## src/rtl/rxrs_pkg.sv

```systemverilog
package rxrs_pkg;
  typedef enum logic [1:0] {
    S_IDLE  = 2'd0,
    S_ARM   = 2'd1,
    S_PULSE = 2'd2,
    S_WAIT  = 2'd3
  } seq_state_t;

  typedef enum logic [1:0] {
    A_IDLE  = 2'd0,
    A_PULSE = 2'd1,
    A_WAIT  = 2'd2
  } adp_state_t;

  localparam logic [1:0] MODE_ALL_AT_ONCE = 2'b11;
endpackage

```

## src/rtl/rxrs_fall_det.sv

```systemverilog
module rxrs_fall_det (
  input  logic clk,
  input  logic rst_n,
  input  logic din,
  output logic fall
);
  logic din_q;

  always_ff @(posedge clk) begin
    if (!rst_n) din_q <= 1'b0;
    else        din_q <= din;
  end

  assign fall = din_q & ~din;
endmodule

```

## src/rtl/rxrs_adapt_path.sv

```systemverilog
module rxrs_adapt_path #(
  parameter int PULSE_CYC   = 8,
  parameter int TIMEOUT_CYC = 1024
) (
  input  logic clk,
  input  logic rst_n,
  input  logic start,
  input  logic done_in,
  output logic rst_out,
  output logic err
);
  import rxrs_pkg::*;
  localparam int CW = $clog2(TIMEOUT_CYC + 1);

  adp_state_t     st;
  logic [CW-1:0]  cnt;
  logic           pulse_end;
  logic           wait_expired;

  assign pulse_end    = (st == A_PULSE) && (cnt == CW'(PULSE_CYC - 1));
  assign wait_expired = (st == A_WAIT) && (cnt == CW'(TIMEOUT_CYC - 1));
  assign rst_out      = (st == A_PULSE);

  always_ff @(posedge clk) begin
    if (!rst_n) begin
      st  <= A_IDLE;
      cnt <= '0;
      err <= 1'b0;
    end else if (start) begin
      st  <= A_PULSE;
      cnt <= '0;
      err <= 1'b0;
    end else begin
      unique case (st)
        A_PULSE: begin
          if (pulse_end) begin
            st  <= A_WAIT;
            cnt <= '0;
          end else cnt <= cnt + 1'b1;
        end
        A_WAIT: begin
          if (done_in || wait_expired) begin
            st  <= A_IDLE;
            cnt <= '0;
            if (!done_in) err <= 1'b1;
          end else cnt <= cnt + 1'b1;
        end
        default: cnt <= '0;
      endcase
    end
  end

  // the pulse counter never runs past its length
  a_r4_adapt_pulse_len: assert property (@(posedge clk) disable iff (!rst_n)
    (st == A_PULSE) |-> (cnt < CW'(PULSE_CYC)));
  // error stays set until the next adaptation start
  a_r9_adapt_err_sticky: assert property (@(posedge clk) disable iff (!rst_n)
    (err && !start) |=> err);
endmodule

```

## src/rtl/rxrs_main_fsm.sv

```systemverilog
module rxrs_main_fsm #(
  parameter int NPHY        = 7,
  parameter int NPCS        = 4,
  parameter int PULSE_CYC   = 8,
  parameter int TIMEOUT_CYC = 1024
) (
  input  logic                   clk,
  input  logic                   rst_n,
  input  logic                   req_level,
  input  logic                   start,
  input  logic [1:0]             mode,
  input  logic [NPHY+NPCS-1:0]   sel_u,
  input  logic                   user_ready,
  input  logic [NPHY+NPCS-1:0]   done_u,
  output logic [NPHY+NPCS-1:0]   rst_u,
  output logic                   phy_done,
  output logic                   all_done,
  output logic                   err
);
  import rxrs_pkg::*;
  localparam int NSTEP = NPHY + NPCS;
  localparam int IW    = $clog2(NSTEP + 1);
  localparam int CW    = $clog2(TIMEOUT_CYC + 1);

  // step k in run order -> unified bit (phy bits first, then pcs bits)
  function automatic int step_to_bit(input int k);
    int j;
    if (k < NPHY) return k;
    j = k - NPHY;
    if (j < NPCS - 1) return NPHY + (NPCS - 2 - j);
    return NPHY + NPCS - 1;
  endfunction

  function automatic logic [NSTEP-1:0] to_order(input logic [NSTEP-1:0] u);
    logic [NSTEP-1:0] o;
    for (int k = 0; k < NSTEP; k++) o[k] = u[step_to_bit(k)];
    return o;
  endfunction

  function automatic logic [NSTEP-1:0] from_order(input logic [NSTEP-1:0] o);
    logic [NSTEP-1:0] u;
    for (int k = 0; k < NSTEP; k++) u[step_to_bit(k)] = o[k];
    return u;
  endfunction

  // first selected step at or after 'from'; NSTEP when none is left
  function automatic logic [IW-1:0] next_sel(input logic [NSTEP-1:0] s,
                                             input logic [IW-1:0]    from);
    logic [IW-1:0] r;
    r = IW'(NSTEP);
    for (int k = NSTEP - 1; k >= 0; k--)
      if (s[k] && (IW'(k) >= from)) r = IW'(k);
    return r;
  endfunction

  seq_state_t       st;
  logic [IW-1:0]    idx;
  logic [CW-1:0]    cnt;
  logic [NSTEP-1:0] sel;
  logic             single;

  logic [NSTEP-1:0] sel_new;
  logic [NSTEP-1:0] done_o;
  logic [NSTEP-1:0] rst_o;
  logic [IW-1:0]    first_new;
  logic [IW-1:0]    nxt_step;
  logic             pulse_end;
  logic             wait_expired;
  logic             step_ok;
  logic             grp_phy_ok;
  logic             grp_pcs_ok;
  logic             grp_all_ok;
  logic             pcs_any;

  assign sel_new      = to_order(sel_u);
  assign done_o       = to_order(done_u);
  assign first_new    = next_sel(sel_new, '0);
  assign nxt_step     = next_sel(sel, idx + 1'b1);
  assign pulse_end    = (st == S_PULSE) && (cnt == CW'(PULSE_CYC - 1));
  assign wait_expired = (st == S_WAIT) && (cnt == CW'(TIMEOUT_CYC - 1));
  assign pcs_any      = |sel[NSTEP-1:NPHY];
  assign step_ok      = done_o[idx] && ((idx < IW'(NPHY)) || user_ready);
  assign grp_phy_ok   = &(done_o[NPHY-1:0] | ~sel[NPHY-1:0]);
  assign grp_pcs_ok   = &(done_o[NSTEP-1:NPHY] | ~sel[NSTEP-1:NPHY])
                        && (user_ready || !pcs_any);
  assign grp_all_ok   = grp_phy_ok && grp_pcs_ok;

  generate
    for (genvar k = 0; k < NSTEP; k++) begin : g_rst
      assign rst_o[k] = (st == S_PULSE) &&
                        (single ? sel[k] : (idx == IW'(k)));
    end
  endgenerate
  assign rst_u = from_order(rst_o);

  always_ff @(posedge clk) begin
    if (!rst_n) begin
      st       <= S_IDLE;
      idx      <= '0;
      cnt      <= '0;
      sel      <= '0;
      single   <= 1'b0;
      phy_done <= 1'b0;
      all_done <= 1'b0;
      err      <= 1'b0;
    end else if (req_level) begin
      st       <= S_ARM;
      cnt      <= '0;
      phy_done <= 1'b0;
      all_done <= 1'b0;
    end else if (start) begin
      err    <= 1'b0;
      cnt    <= '0;
      sel    <= sel_new;
      single <= (mode == MODE_ALL_AT_ONCE);
      idx    <= first_new;
      if (sel_new == '0) begin
        st       <= S_IDLE;
        phy_done <= 1'b1;
        all_done <= 1'b1;
      end else begin
        st       <= S_PULSE;
        phy_done <= (sel_new[NPHY-1:0] == '0);
      end
    end else begin
      unique case (st)
        S_PULSE: begin
          if (pulse_end) begin
            st  <= S_WAIT;
            cnt <= '0;
          end else cnt <= cnt + 1'b1;
        end
        S_WAIT: begin
          if (single) begin
            if (grp_phy_ok) phy_done <= 1'b1;
            if (grp_all_ok || wait_expired) begin
              phy_done <= 1'b1;
              all_done <= 1'b1;
              if (!grp_all_ok) err <= 1'b1;
              st  <= S_IDLE;
              cnt <= '0;
            end else cnt <= cnt + 1'b1;
          end else begin
            if (step_ok || wait_expired) begin
              if (!step_ok) err <= 1'b1;
              cnt <= '0;
              if (nxt_step >= IW'(NPHY)) phy_done <= 1'b1;
              if (nxt_step == IW'(NSTEP)) begin
                all_done <= 1'b1;
                st       <= S_IDLE;
              end else begin
                idx <= nxt_step;
                st  <= S_PULSE;
              end
            end else cnt <= cnt + 1'b1;
          end
        end
        default: cnt <= '0;
      endcase
    end
  end

  // a held request silences the sequence and both done flags
  a_r1_req_clears: assert property (@(posedge clk) disable iff (!rst_n)
    req_level |=> (rst_u == '0) && !all_done && !phy_done);
  // sequential mode drives at most one reset at a time
  a_r2_seq_onehot: assert property (@(posedge clk) disable iff (!rst_n)
    !single |-> $onehot0(rst_u));
  // pulse counter stays inside the pulse length
  a_r4_pulse_len: assert property (@(posedge clk) disable iff (!rst_n)
    (st == S_PULSE) |-> (cnt < CW'(PULSE_CYC)));
  // completion with coding-layer steps and no error needs user_ready
  a_r5_ready_gate: assert property (@(posedge clk) disable iff (!rst_n)
    ($rose(all_done) && pcs_any && !err && (sel != '0)) |-> $past(user_ready));
  // physical-layer part done before a coding-layer pulse in sequence
  a_r6_phy_first: assert property (@(posedge clk) disable iff (!rst_n)
    (!single && (|rst_u[NSTEP-1:NPHY])) |-> phy_done);
  // no pulse is active while all_done is reported
  a_r7_quiet_when_done: assert property (@(posedge clk) disable iff (!rst_n)
    all_done |-> (rst_u == '0));
  // error is sticky until a new start
  a_r9_err_sticky: assert property (@(posedge clk) disable iff (!rst_n)
    (err && !start) |=> err);
endmodule

```

## src/rtl/rx_reset_seq.sv

```systemverilog
module rx_reset_seq #(
  parameter int PHY_W       = 8,
  parameter int PCS_W       = 4,
  parameter int PULSE_CYC   = 8,
  parameter int TIMEOUT_CYC = 1024,
  parameter int ADAPT_BIT   = 4
) (
  input  logic               clk,
  input  logic               rst_n,
  input  logic               reset_req,
  input  logic [1:0]         mode,
  input  logic [PHY_W-1:0]   phy_mask,
  input  logic [PCS_W-1:0]   pcs_mask,
  input  logic               user_ready,
  input  logic               adapt_req,
  input  logic [PHY_W-2:0]   phy_done_in,
  input  logic [PCS_W-1:0]   pcs_done_in,
  output logic [PHY_W-2:0]   phy_rst_out,
  output logic [PCS_W-1:0]   pcs_rst_out,
  output logic               phy_done,
  output logic               all_done,
  output logic               timeout_err
);
  localparam int NPHY  = PHY_W - 1;
  localparam int NSTEP = NPHY + PCS_W;

  logic             start_evt;
  logic             adapt_evt;
  logic [NSTEP-1:0] main_rst_u;
  logic             adapt_rst;
  logic             main_err;
  logic             adapt_err;
  logic             unused_rsvd_mask;

  assign unused_rsvd_mask = phy_mask[PHY_W-1];

  rxrs_fall_det u_req_edge (
    .clk(clk), .rst_n(rst_n), .din(reset_req), .fall(start_evt)
  );
  rxrs_fall_det u_adapt_edge (
    .clk(clk), .rst_n(rst_n), .din(adapt_req), .fall(adapt_evt)
  );

  rxrs_main_fsm #(
    .NPHY(NPHY), .NPCS(PCS_W), .PULSE_CYC(PULSE_CYC), .TIMEOUT_CYC(TIMEOUT_CYC)
  ) u_main (
    .clk       (clk),
    .rst_n     (rst_n),
    .req_level (reset_req),
    .start     (start_evt),
    .mode      (mode),
    .sel_u     ({pcs_mask, phy_mask[NPHY-1:0]}),
    .user_ready(user_ready),
    .done_u    ({pcs_done_in, phy_done_in}),
    .rst_u     (main_rst_u),
    .phy_done  (phy_done),
    .all_done  (all_done),
    .err       (main_err)
  );

  rxrs_adapt_path #(
    .PULSE_CYC(PULSE_CYC), .TIMEOUT_CYC(TIMEOUT_CYC)
  ) u_adapt (
    .clk    (clk),
    .rst_n  (rst_n),
    .start  (adapt_evt),
    .done_in(phy_done_in[ADAPT_BIT]),
    .rst_out(adapt_rst),
    .err    (adapt_err)
  );

  generate
    for (genvar i = 0; i < NPHY; i++) begin : g_phy_out
      if (i == ADAPT_BIT) begin : g_adapt
        assign phy_rst_out[i] = main_rst_u[i] | adapt_rst;
      end else begin : g_plain
        assign phy_rst_out[i] = main_rst_u[i];
      end
    end
  endgenerate
  assign pcs_rst_out = main_rst_u[NSTEP-1:NPHY];
  assign timeout_err = main_err | adapt_err;

  // the adaptation path never drives any other reset output
  a_r10_adapt_only_bit: assert property (@(posedge clk) disable iff (!rst_n)
    adapt_rst |-> (phy_rst_out[ADAPT_BIT] && (pcs_rst_out == main_rst_u[NSTEP-1:NPHY])));
endmodule

```

## config.mk

```make
export PLATFORM = sky130hd
export DESIGN_NAME = rx_reset_seq
export DESIGN_NICKNAME = d
export VERILOG_FILES = /design/src/rtl/rxrs_pkg.sv /design/src/rtl/rxrs_fall_det.sv /design/src/rtl/rxrs_adapt_path.sv /design/src/rtl/rxrs_main_fsm.sv /design/src/rtl/rx_reset_seq.sv
export SDC_FILE = /design/constraint.sdc
export NUM_CORES = 1
export LEC_CHECK = 0
export BUFFER_PORTS_ARGS = -buffer_cell sky130_fd_sc_hd__buf_2
export CORE_ASPECT_RATIO = 0.9
export CORE_UTILIZATION = 30
export DETAILED_ROUTE_END_ITERATION = 10
export GPL_ROUTABILITY_DRIVEN = 0
export GPL_TIMING_DRIVEN = 0
export SETUP_SLACK_MARGIN = 0.1
export SLEW_MARGIN = 30
export SYNTH_ARGS = -nofsm -noshare
export SYNTH_HDL_FRONTEND = slang
export SYNTH_SLANG_ARGS = --single-unit
```

## constraint.sdc

```tcl
create_clock -name clk -period 4.5 [get_ports clk]
set_clock_uncertainty 0.1 [all_clocks]
set_input_delay 0.675 -clock clk [delete_from_list [all_inputs] [get_ports clk]]
set_output_delay 0.675 -clock clk [all_outputs]
set_load 0.02 [all_outputs]
```

==> summary.txt <==
Final layout
  • Filler cells: 1057
  • Final Util: 35.8%
  • Antenna Cells: 0
  • Proportion of layout cells with a drive suffix above 1: 16.9%
  • Nets: 483
  • Layout area overhead: 16.7%

Power
  • Max IR drop VDD: 0.135 mV
  • Logic pwr share: 13.1%
  • Pleak: 1.35 nW
  • PD cells: 261 nW/um2
  • Total power: 0.953 mW
  • Cell Int Power: 0.710 mW
  • Sw power: 0.243 mW
  • Net Sw Frac: 25.5%
  • Clock power share: 39.9%
  • Sequential share of power: 47.0%

CTS
  • Clock buffer depth: 2
  • CTS resizes: 0
  • Clock Pin Slew Worst Setup and Hold Paths: 0.06 ns
  • CTS Buf Count: 5
  • Post-CTS setup buffers: 0
  • Root Buffer: clkbuf_16
  • Clk_lat worst skew: 0.29 ns
  • CTS Hold Bufs: 0
  • TritonCTS clock tree: done
  • Clock sinks: 48
  • H-Tree Depth: 2

Timing
  • Maximum clock frequency: 332 MHz
  • Max Transition Viols Final: 0
  • Final setup fails: 0
  • Tcrit/Tclk final: 67.0%
  • Final hold viol count: 0
  • Relative slew slack: 60.3%
  • RSZ-0062 raised after global routing: false
  • Least-Margin Pin Slew: 0.591 ns
  • Setup TNS: 0 ns
  • Tmin final: 3.02 ns
  • Final setup margin: 1.48 ns

Drt
  • DRT Pass-1 Iters: 5
  • Residual DRC: 0
  • Routed length per placed instance: 14.7 um
  • Via density: 5.31
  • Starting DRT DRC Count: 160
  • Antenna Nets Post-Route: 0
  • Vias: 3039
  • Final WL: 8420 um

Placed design
  • Placement Setup Slack: 1.50 ns
  • I/O Buffers: 42
  • Post-detail-place hpwl: 6540 um

Yosys
  • Synthesized area per cell: 7.97 um2
  • Synthesized area: 3130 um2
  • Seq/Total Area, Yosys: 30.7%
  • Commonest register cell after synthesis: dfxtp_1
  • Syn Inst Count: 393
  • Post-synth EDFFs: 0
  • Syn_nets: 434
  • Cell variety after synth: 59
  • Synth Register Bits: 48
  • Async set or reset register ratio after synthesis: 0%
  • Yosys warns: 0

Setup path
  • CP endpoint: u_main.idx[0]
  • Req. time, crit path: 4.55 ns
  • Maximum fanout along the worst path: 11
  • Worst setup EP type: flip-flop
  • Critical path arrival: 3.06 ns
  • R2R setup slack: 1.48 ns
  • Cell depth of the worst flop-to-flop path: 10
  • Critical path origin: u_main.idx[1]
  • Crit start category: flip-flop
  • Critical path class: reg -> reg
  • Reg2reg end: u_main.idx[0]
  • Reg-to-reg startpoint: u_main.idx[1]

Die
  • Core ar.: 10200 um2
  • Height of the die: 98.9 um
  • Die area: 10900 um2
  • I/O pin count: 44
  • Die width: 110 um
  • Initial Util: 30.7%
  • Num rows: 35

Global route
  • GRT Overall Usage: 16.2%
  • First-pass GRT wire length: 13700 um
  • Vias in the first global route: 2739
  • Largest net degree at the start of global routing: 16
  • Total gr overflow: 0
  • Initial antenna violation count: 0

Worst hold path
  • Min-delay worst type: reg -> reg

Run
  • Max Cap Violations: 0

Outcome
  • Status: finished clean
[power by group through the flow]
stage	logic (mW)	clock network, mW	registers [mW]
6_report	0.125	0.381	0.448
5_1_grt	0.139	0.409	0.449
4_1_cts	0.124	0.390	0.447
3_5_place_dp	0.123	0	0.457
3_3_place_gp	0.122	0	0.457
2_1_floorplan	0.0828	0	0.452
[worst max-delay path, stage by stage (launching register included)]
cell	delay [ns]
dfxtp_1	0.59
inv_1	0.22
ha_1	0.24
nand2b_1	0.24
o21ai_0	0.24
mux2i_1	0.12
or3_1	0.41
a21oi_1	0.23
a21o_1	0.19
mux2i_1	0.20
a21oi_1	0.09
[worst min-delay path by stage]
stage,startpoint,endpoint,depth (start not counted)
detailed placement,u_adapt.err,u_adapt.err,2
CTS,u_adapt.err,u_adapt.err,2
finish,u_adapt.cnt[10],u_adapt.cnt[10],2
global route,u_main.cnt[0],u_main.cnt[0],1
global placement,u_adapt.cnt[10],u_adapt.cnt[10],2
floorplan,u_adapt.err,u_adapt.err,2
[cell usage after synthesis, drive strengths merged, types with 3 or more instances]
cell	count	share of area [%]
inv	19	2.3
or3	3	0.60
a21oi	15	2.4
o21ai	12	1.9
nor2b	10	2.0
and2	5	1.0
and3	5	1.0
nor4	7	1.4
nand3	16	2.6
a21o	3	0.72
o22ai	8	1.6
clkbuf	10	1.2
a22oi	15	3.6
nand2	47	5.6
xnor2	5	1.6
xor2	15	4.2
a21boi	16	3.8
o21bai	3	0.72
nand2b	11	2.2
buf	6	1.4
dfxtp	48	31
nand4	6	1.2
ha	11	4.4
a31oi	6	1.7
nor2	47	7.7
a211oi	5	1.2
mux2i	4	1.3
nor3	6	0.96
[per-stage QoR]
| step | hold slack [ns] | instances | instance area [um2] |
|---|---|---|---|
| 2_1_floorplan | 0.329 | 393 | 3130 |
| 3_3_place_gp | 0.360 | 564 | 3500 |
| 3_5_place_dp | 0.371 | 564 | 3500 |
| 4_1_cts | 0.390 | 572 | 3660 |
| 5_1_grt | 0.417 | 572 | 3660 |
| 6_report | 0.390 | 572 | 3660 |
[logic make-up (layout without fill, tap and decap cells)]
logic type	Yosys count	after routing	synth area share, %
AOI/OAI and AO/OA	100	100	22.6
xor gates and xnor gates	20	20	5.83
adders and majority gates	11	11	4.39
buffers and inverters	35	85	4.91
DFF	48	48	30.7
muxes	6	6	2.72
and+or+nand+nor	173	173	28.8
[state kept, by name, summed over array words and instances (netlist names), 2 cells and up]
name	cells
u_main.sel	11
u_main.cnt	11
u_main.idx	4
u_adapt.st	2
u_main.st	2
u_adapt.cnt	11
[cells in the final DEF (no fill, tap or decap), types with 11 or more instances in the layout]
cell	Yosys	layout
xor2_1	15	15
nand3_1	16	16
o21ai_0	12	12
nor2_1	37	37
dfxtp_1	48	48
nand2_1	47	47
inv_1	19	19
ha_1	11	11
a22oi_1	15	15
buf_2	3	45
a21boi_0	16	16
a21oi_1	15	15
nand2b_1	11	11
[layer usage]
layer  up-vias  GRT usage (%)  share of wire, %
met5         -              0                 0
met2       131           23.4                43
met3        16           2.05               6.9
met4         0           6.77               2.7
met1      1393           24.1                48
li1       1499              -                 -
[cell type report]
cell class              instances  area (um2)  share of cell area [%]
clock inverters                 2        13.8                   0.376
multi-input cells             310        2020                    55.2
inverters                      19        71.3                    1.95
plain buffers                  16        82.6                    2.26
well taps                     129         161                    4.41
repair buffers                 42         210                    5.75
clock buffers                   6         139                    3.80
flip-flops and latches         48         961                    26.3
Power figures use the tool's default switching activity.
